--- src/rtl/vl_loop_pkg.sv ---
package vl_loop_pkg;
  typedef enum logic [1:0] {
    ST_IDLE = 2'd0,
    ST_LOOP = 2'd1,
    ST_WAIT = 2'd2
  } loop_st_e;
endpackage

--- src/rtl/vns_classify.sv ---
// Vector-or-scalar decision: one OR tree per operand count, picked by the count.
module vns_classify #(
  parameter int NOPS = 4,
  parameter int NRW  = $clog2(NOPS + 1)
) (
  input  logic [NOPS-1:0] vbits,
  input  logic [NRW-1:0]  nregs,
  output logic            is_vec
);
  logic [NOPS:0] tree;

  assign tree[0] = 1'b0;
  for (genvar k = 1; k <= NOPS; k++) begin : g_tree
    assign tree[k] = |vbits[k-1:0];
  end

  always_comb begin
    if (int'(nregs) <= NOPS) is_vec = tree[nregs];
    else                     is_vec = tree[NOPS];
  end
endmodule

--- src/rtl/vl_track.sv ---
// Vector-length register: immediate loads win over write-backs in the same cycle.
module vl_track #(
  parameter int MAX_VL = 64,
  parameter int VLW    = $clog2(MAX_VL + 1)
) (
  input  logic           clk,
  input  logic           rst,
  input  logic           imm_we,
  input  logic [VLW-1:0] imm_val,
  input  logic           wb_we,
  input  logic [VLW-1:0] wb_val,
  output logic [VLW-1:0] vl
);
  localparam logic [VLW-1:0] VMAX = VLW'(MAX_VL);

  always_ff @(posedge clk) begin
    if (rst)         vl <= '0;
    else if (imm_we) vl <= (imm_val > VMAX) ? VMAX : imm_val;
    else if (wb_we)  vl <= (wb_val > VMAX) ? VMAX : wb_val;
  end
endmodule

--- src/rtl/elem_lanes.sv ---
// Lane mask for one group and whether it is the final group.
module elem_lanes #(
  parameter int ISSUE_W = 4,
  parameter int VLW     = 7
) (
  input  logic [VLW-1:0]     base,
  input  logic [VLW-1:0]     lvl,
  output logic [ISSUE_W-1:0] mask,
  output logic               last
);
  localparam int EW = VLW + 1;

  for (genvar i = 0; i < ISSUE_W; i++) begin : g_lane
    logic [EW-1:0] pos;
    assign pos     = {1'b0, base} + EW'(i);
    assign mask[i] = pos < {1'b0, lvl};
  end

  assign last = ({1'b0, base} + EW'(ISSUE_W)) >= {1'b0, lvl};
endmodule

--- src/rtl/vl_loop_stage.sv ---
module vl_loop_stage #(
  parameter int ISSUE_W = 4,
  parameter int MAX_VL  = 64,
  parameter int NOPS    = 4,
  parameter int TAG_W   = 8,
  parameter int VLW     = $clog2(MAX_VL + 1),
  parameter int IDXW    = (MAX_VL > 1) ? $clog2(MAX_VL) : 1,
  parameter int NRW     = $clog2(NOPS + 1)
) (
  input  logic               clk,
  input  logic               rst,
  input  logic               flush,
  input  logic               in_valid,
  output logic               in_ready,
  input  logic [TAG_W-1:0]   in_tag,
  input  logic [NRW-1:0]     in_nregs,
  input  logic [NOPS-1:0]    in_vbits,
  input  logic               in_vl_imm_set,
  input  logic               in_vl_reg_set,
  input  logic [VLW-1:0]     in_vl_imm,
  input  logic               wb_vl_valid,
  input  logic [VLW-1:0]     wb_vl,
  output logic               out_valid,
  input  logic               out_ready,
  output logic [TAG_W-1:0]   out_tag,
  output logic               out_vector,
  output logic [IDXW-1:0]    out_base,
  output logic [ISSUE_W-1:0] out_mask
);
  import vl_loop_pkg::*;

  localparam logic [VLW-1:0] STEP = VLW'(ISSUE_W);

  loop_st_e           st;
  logic [VLW-1:0]     base_q;
  logic [VLW-1:0]     lvl_q;
  logic [TAG_W-1:0]   tag_q;
  logic [VLW-1:0]     vl;
  logic               cls_vec;
  logic               is_vec;
  logic               can_load;
  logic               accept;
  logic [VLW-1:0]     g_base;
  logic [VLW-1:0]     g_lvl;
  logic [ISSUE_W-1:0] g_mask;
  logic               g_last;

  assign can_load = !out_valid || out_ready;
  assign in_ready = (st == ST_IDLE) && can_load && !flush;
  assign accept   = in_valid && in_ready;
  assign is_vec   = cls_vec && !in_vl_imm_set && !in_vl_reg_set;
  assign g_base   = (st == ST_LOOP) ? base_q : '0;
  assign g_lvl    = (st == ST_LOOP) ? lvl_q : vl;

  vns_classify #(.NOPS(NOPS), .NRW(NRW)) cls_i (
    .vbits (in_vbits),
    .nregs (in_nregs),
    .is_vec(cls_vec)
  );

  vl_track #(.MAX_VL(MAX_VL), .VLW(VLW)) vl_i (
    .clk    (clk),
    .rst    (rst),
    .imm_we (accept && in_vl_imm_set),
    .imm_val(in_vl_imm),
    .wb_we  (wb_vl_valid),
    .wb_val (wb_vl),
    .vl     (vl)
  );

  elem_lanes #(.ISSUE_W(ISSUE_W), .VLW(VLW)) lanes_i (
    .base(g_base),
    .lvl (g_lvl),
    .mask(g_mask),
    .last(g_last)
  );

  always_ff @(posedge clk) begin
    if (rst) begin
      st         <= ST_IDLE;
      base_q     <= '0;
      lvl_q      <= '0;
      tag_q      <= '0;
      out_valid  <= 1'b0;
      out_tag    <= '0;
      out_vector <= 1'b0;
      out_base   <= '0;
      out_mask   <= '0;
    end else if (flush) begin
      st        <= ST_IDLE;
      out_valid <= 1'b0;
    end else begin
      unique case (st)
        ST_IDLE: begin
          if (accept) begin
            if (is_vec && vl == '0) begin
              out_valid <= 1'b0;
            end else if (is_vec) begin
              out_valid  <= 1'b1;
              out_vector <= 1'b1;
              out_base   <= '0;
              out_mask   <= g_mask;
              out_tag    <= in_tag;
              if (!g_last) begin
                st     <= ST_LOOP;
                base_q <= STEP;
                lvl_q  <= vl;
                tag_q  <= in_tag;
              end
            end else begin
              out_valid  <= 1'b1;
              out_vector <= 1'b0;
              out_base   <= '0;
              out_mask   <= ISSUE_W'(1);
              out_tag    <= in_tag;
              if (in_vl_reg_set && !wb_vl_valid) st <= ST_WAIT;
            end
          end else if (can_load) begin
            out_valid <= 1'b0;
          end
        end
        ST_LOOP: begin
          if (can_load) begin
            out_valid  <= 1'b1;
            out_vector <= 1'b1;
            out_base   <= g_base[IDXW-1:0];
            out_mask   <= g_mask;
            out_tag    <= tag_q;
            if (g_last) st <= ST_IDLE;
            else        base_q <= base_q + STEP;
          end
        end
        ST_WAIT: begin
          if (can_load)    out_valid <= 1'b0;
          if (wb_vl_valid) st <= ST_IDLE;
        end
        default: st <= ST_IDLE;
      endcase
    end
  end
endmodule

--- config.mk ---
export PLATFORM = sky130hd
export DESIGN_NAME = vl_loop_stage
export DESIGN_NICKNAME = d
export VERILOG_FILES = /design/src/rtl/vl_loop_pkg.sv /design/src/rtl/vns_classify.sv /design/src/rtl/vl_track.sv /design/src/rtl/elem_lanes.sv /design/src/rtl/vl_loop_stage.sv
export SDC_FILE = /design/constraint.sdc
export NUM_CORES = 1
export LEC_CHECK = 0
export BUFFER_PORTS_ARGS = -buffer_cell sky130_fd_sc_hd__buf_2
export CAP_MARGIN = 20
export CORE_MARGIN = 4
export CORE_UTILIZATION = 55
export DETAILED_ROUTE_END_ITERATION = 10
export GPL_ROUTABILITY_DRIVEN = 0
export PLACE_DENSITY_LB_ADDON = 0.3
export SLEW_MARGIN = 20
export SYNTH_ARGS = -nofsm -noshare
export SYNTH_HDL_FRONTEND = slang
export SYNTH_SLANG_ARGS = --single-unit
--- constraint.sdc ---
create_clock -name clk -period 5.4 [get_ports clk]
set_input_delay 0.81 -clock clk [delete_from_list [all_inputs] [get_ports clk]]
set_output_delay 0.81 -clock clk [all_outputs]
set_load 0.05 [all_outputs]
* Word-level counts from Yosys, hierarchy flattened
Cells that the tools add are included.
Widths: inputs -> output; s select.
** Operators by class
- $add $sub $neg :: 5
- $lt $le $gt $ge :: 9
- Equal/unequal tests :: 12
- Multiplexer cells :: 47
- Bitwise gates (word level) :: 3
- Reduce and logical (&&, ||, !) cells :: 28
** Operators with widths (count)
- $mux 7 :: 12
- $lt 8x7->1 :: 3
- $mux 8 :: 3
- $mux 6 :: 3
- $add 7x2->8 const B :: 2
- $mux 2 :: 8
- $mux 4 :: 4
- $ne 2x2->1 const B :: 8
- $pmux 8 s2 :: 1
- $gt 7x7->1 const B :: 2
- $pmux 7 s2 :: 1
- $pmux 6 s2 :: 1
- $mux 1 :: 9
- $add 7x1->8 const B :: 1
- $add 7x3->8 const B :: 1
- $ge 8x7->1 :: 1
- $logic_and 1x1->1 :: 8
- $pmux 4 s2 :: 1
- $reduce_and 8->1 :: 1
- $add 7x3->7 const B :: 1
- $logic_not 7->1 :: 1
- $lt 7x7->1 :: 1
- $reduce_and 7->1 :: 1
- $pmux 2 s3 :: 1
- other kinds (21) :: 29
** Storage, ports and cells
- Flip-flop bits (word level) :: 51
- Output and inout port bits :: 21
- Logic and storage cells :: 114

* Logic depth before layout (Yosys ltp)
- Depth in word-level cells :: 10
- Depth in mapped cells :: 16
- Depth with buffers taken out :: 13

* Cells and area by module
A second synthesis with hierarchy kept.
** Unflattened totals
- Cell total of the unflattened synthesis :: 406
- Area total of the unflattened synthesis :: 3552.2 um2
** By module, submodules not included
- vl_loop_stage :: instances 1, cells each 240, area an instance 2143.3 um2, sequential area each 800.8 um2
- elem_lanes :: instances 1, cells each 128, area an instance 1049.8 um2, sequential area each 0.0 um2
- vl_track :: instances 1, cells each 33, area an instance 331.6 um2, sequential area each 140.1 um2
- vns_classify :: instances 1, cells each 5, area an instance 27.5 um2, sequential area each 0.0 um2

* Worst setup path after synthesis
OpenSTA, ideal clock, no wires.
- Path type :: flip-flop to flip-flop
- Start point :: reg st[1]
- End point :: reg lvl_q[0]
- Library setup time :: 128 ps
- Arrival :: 3297 ps
- Data required time :: 5272 ps
- Slack :: 1976 ps
- Cell stages (with the launch flop) :: 17
- Path buffers :: 3
- Clock period less this slack :: 3424 ps
- Cell sequence :: dfxtp_1 > inv_1 > ha_1 > buf_2 > clkbuf_1 > and2_1 > ha_1 > nand3_1 > xnor2_1 > ha_1 > a21oi_1 > and3_1 > o21ai_1 > nor4_4 > buf_6 > mux2i_1 > nor2_1
** Between the ends
- Word-level cells in the longest chain between the ends :: 6
** Ends and longest elaborated chain
- start: declaration :: line vl_loop_stage.sv:34 : loop_st_e st;
- start signal: assignment :: line vl_loop_stage.sv:80 : st <= ST_IDLE;
- start signal: assignment :: line vl_loop_stage.sv:90 : st <= ST_IDLE;
- start signal: assignment :: line vl_loop_stage.sv:105 : st <= ST_LOOP;
- $eq 2x1->1 :: line vl_loop_stage.sv:52, vl_loop_stage.sv:53
- $mux 7 :: line vl_loop_stage.sv:52 : assign g_base = (st == ST_LOOP) ? base_q : '0;
- $add 7x3->8 :: line elem_lanes.sv:19 : assign last = ({1'b0, base} + EW'(ISSUE_W)) >= {1'b0, lvl};
- $ge 8x7->1 :: line elem_lanes.sv:19
- $not 1->1 (no line)
- $reduce_and 6->1 (no line) (*)
- end signal: assignment :: line vl_loop_stage.sv:107 : lvl_q <= vl;
- end: declaration :: line vl_loop_stage.sv:36 : logic [VLW-1:0] lvl_q;
Mark *: on every way between the ends. The rest lies on a longest branch, timed or not.
A chain may end at the register's enable or synchronous reset.

* Final worst setup path
- Start point :: reg st[1]
- End point :: reg base_q[2]
** Between the ends
- Word-level cells in the longest chain between the ends :: 6
** Ends and longest elaborated chain
- $eq 2x1->1 / $logic_not 2->1 (equally long branches)
- $mux 7 / $logic_and 1x1->1 (equally long branches) :: line vl_loop_stage.sv:52, vl_loop_stage.sv:49
- $add 7x3->8 / $logic_and 1x1->1 (equally long branches) :: line elem_lanes.sv:19, vl_loop_stage.sv:49
- $ge 8x7->1 / $logic_and 1x1->1 (equally long branches) :: line elem_lanes.sv:19, vl_loop_stage.sv:50
- $ne 2x2->1 (no line)
- $reduce_and 8->1 (no line)
- end signal: assignment :: line vl_loop_stage.sv:130 : else base_q <= base_q + STEP;
- end: declaration :: line vl_loop_stage.sv:35 : logic [VLW-1:0] base_q;
Parallel ways exist; a longest one is shown, timed or not.

==> impl_metrics.yaml <==
critical_path:
  worstPathRequired_ps: 5560
  end_kind: "register"
  slowest_delay_ps: 730
  cpMostUsedCell: "ha_1"
  critPathTopFamily: "simple AND/OR/NAND/NOR gates"
  path_max_fanout: 20
  path_class: "reg2reg"
  cp_cell_sequence: "inv_1, ha_1, and2_1, ha_1, nand3_1, xnor2_1, ha_1, a21oi_1, and3_1, o21ai_1, nor2_1, and2_1, a211oi_1"
  arrival_ps: 4090
  cp.buffers_inverters: 1
  slowest_stage: "ha_1"
  start_kind: "register"
status:
  status: "completed"
synthesis:
  yosysTopAreaCell: "dfxtp_1"
  synthArstFlopShare_pct: 0
  synthMuxAreaShare_pct: 11.0
  synth_area_um2: 3110
  synth_common_cells: "dfxtp_1 (48), nor2_1 (42), mux2i_1 (34)"
  synth_compound_area_share_pct: 17.5
  synth_cell_types: 50
  synth_edf_count: 0
  synth_top_area_share_pct: 30.9
  synth_xor_area_share_pct: 1.97
  synth-seq-cells: 48
  synth_simple_gate_area_share_pct: 20.3
  ys_seq_area_share_pct: 30.9
  post-synth-top-count-cell: "dfxtp_1"
  syn_avg_cell_area_um2: 8.51
  ys_warn_count: 0
  synthAdderAreaFrac_pct: 12.1
  syn_inst: 365
  ys.flop_type: "dfxtp_1"
  synth_top_family_by_area: "simple AND/OR/NAND/NOR gates"
  ys_top_cells_by_area: "dfxtp_1 (31%), ha_1 (12%), mux2i_1 (11%)"
run:
  maxCapViolCount: 0
floorplan:
  rows: 27
  ios: 58
  dieArea_um2: 6910
  start_util_pct: 56.4
  core-area_um2: 5510
  die_h_um: 83.2
  die-width_um: 83.2
route:
  wirelength_um: 7370
  wl_per_cell_um: 15.1
  firstDrtPassIters: 4
  drt-initial-drc-count: 115
  ant_nets: 0
  drc: 0
  routed_via_density: 5.69
  vias: 2769
global_route:
  first_global_vias: 2683
  antenna_found_initial: 0
  overflow: 0
  grt_pass1_wl_um: 12600
  grt_max_degree: 46
  grt_use_total_pct: 21.5
placed_design:
  io_buffer_count: 57
  dp.cells: 479
  dp_hpwl_um: 5460
clock_network:
  root_buffer: "clkbuf_8"
  worstSkewPairLatency_ps: 300
  cts.clk_slew.worst_paths_ps: 100
  h-tree-depth: 2
  cts_buffers: 5
  hold_buffers: 0
  cts_tree: "yes"
  post_cts_buffers: 0
  cts-resized-gates: 0
  clock_path_buffers: 2
  cts.sinks: 48
sta:
  drv_slew: 0
  worstMarginPinSlew_ps: 861
  finalCritPeriodShare_pct: 72.9
  skew_ps: 5.35
  rsz0062_at_grt: "false"
  report.final.hold_viol_count: 0
  setup_viol: 0
  period_needed_ps: 3930
  finalSetupTns_ps: 0
  fmax_mhz: 254
  relSlewSlack_pct: 42.6
power:
  power.density_nw_per_um2: 224
  power.total_mw: 0.790
  vdd_drop_max_uv: 130
  p_leak_nw: 1.46
final_layout:
  areaGrowthSynthToFinish_pct: 13.6
  n_antenna_cell: 0
  layout.cells.non_filler: 487
  fillCellCount: 499
  layout-drive-gt1-share_pct: 17.8
  layout.nets: 481
min_path:
  hold_class: "reg2reg"
-- where the power goes --
part / total [mW] / switching [mW] / internal (mW) / leakage, nW
Combinational: 0.149 / 0.0986 / 0.0507 / 1.01
Sequential: 0.372 / 0.00718 / 0.365 / 0.390
Clock: 0.269 / 0.129 / 0.140 / 0.0583
Total: 0.790 / 0.235 / 0.555 / 1.46
-- worst register-to-register path, stage by stage (launching register included) --
cell      delay (ps)
dfxtp_1          360
inv_1            110
ha_1             730
and2_1           480
ha_1             250
nand3_1          100
xnor2_1          150
ha_1             320
a21oi_1          140
and3_1           160
o21ai_1          130
nor2_1           460
and2_1           310
a211oi_1         100
-- path summary, 6_finish.rpt --
kind / endpoint / startpoint / slack (ps) / cells after the start
max reg2reg: base_q[2]$_SDFFE_PP0P_ / st[1]$_SDFFE_PP0P_ / 1470 / 13
min: out_mask[3]$_SDFFE_PP0P_ / out_mask[3]$_SDFFE_PP0P_ / 460 / 2
min reg2reg: out_mask[3]$_SDFFE_PP0P_ / out_mask[3]$_SDFFE_PP0P_ / 460 / 2
max: base_q[2]$_SDFFE_PP0P_ / st[1]$_SDFFE_PP0P_ / 1470 / 13
-- cell families after synthesis --
group,Yosys count
buf+inv,44
mux,34
compound gates,81
other cells,2
flops,48
xor+xnor,7
simple gates,119
fa+ha+maj,30
-- cell usage in the layout (no fill, tap or decap), types with 5 or more instances in the layout --
cell / netlist / final
a211oi_1: 12 / 12
a21oi_1: 20 / 20
and2_1: 7 / 7
buf_2: 2 / 57
clkbuf_8: 0 / 5
conb_1: 2 / 7
dfxtp_1: 48 / 48
ha_1: 30 / 30
inv_1: 22 / 22
mux2i_1: 34 / 34
nand2_1: 17 / 17
nand3_1: 13 / 13
nand3b_1: 6 / 6
nor2_1: 42 / 42
nor3b_1: 9 / 9
o21ai_0: 18 / 18
-- metrics by stage --
step | hold slack, ps | setup slack, ps | cell area (µm²) | utilization, %
3_3_place_gp | 447 | 1670 | 3410 | 62.0
5_1_grt | 507 | 1080 | 3530 | 64.1
3_5_place_dp | 458 | 1550 | 3410 | 62.0
6_report | 461 | 1470 | 3530 | 64.1
2_1_floorplan | 460 | 1980 | 3130 | -
4_1_cts | 470 | 1520 | 3530 | 64.1
-- flip-flops by register name, summed over array words and instances, names as in the netlist, 2 cells and up --
register,flops
out_tag,8
tag_q,8
lvl_q,7
vl_i.vl,7
base_q,5
out_base,5
out_mask,4
st,2
-- routing by layer --
layer / GRT usage (%) / up-vias / wire [µm]
met3: 3.67 / 15 / 332
met4: 6.09 / 0 / 131
li1: - / 1387 / -
met2: 36.2 / 77 / 3480
met1: 28.3 / 1290 / 3430
met5: 0 / - / 0
-- area by class of cell --
type	count	area [µm²]	area share, %
multi-input combinational	278	1980	56.1
timing repair buffer	59	300	8.51
inverter	22	82.6	2.34
clock buffer	5	68.8	1.95
sequential	48	961	27.2
tap	72	90.1	2.55
clock inverter	3	47.5	1.35
Power figures use the tool's default switching activity.
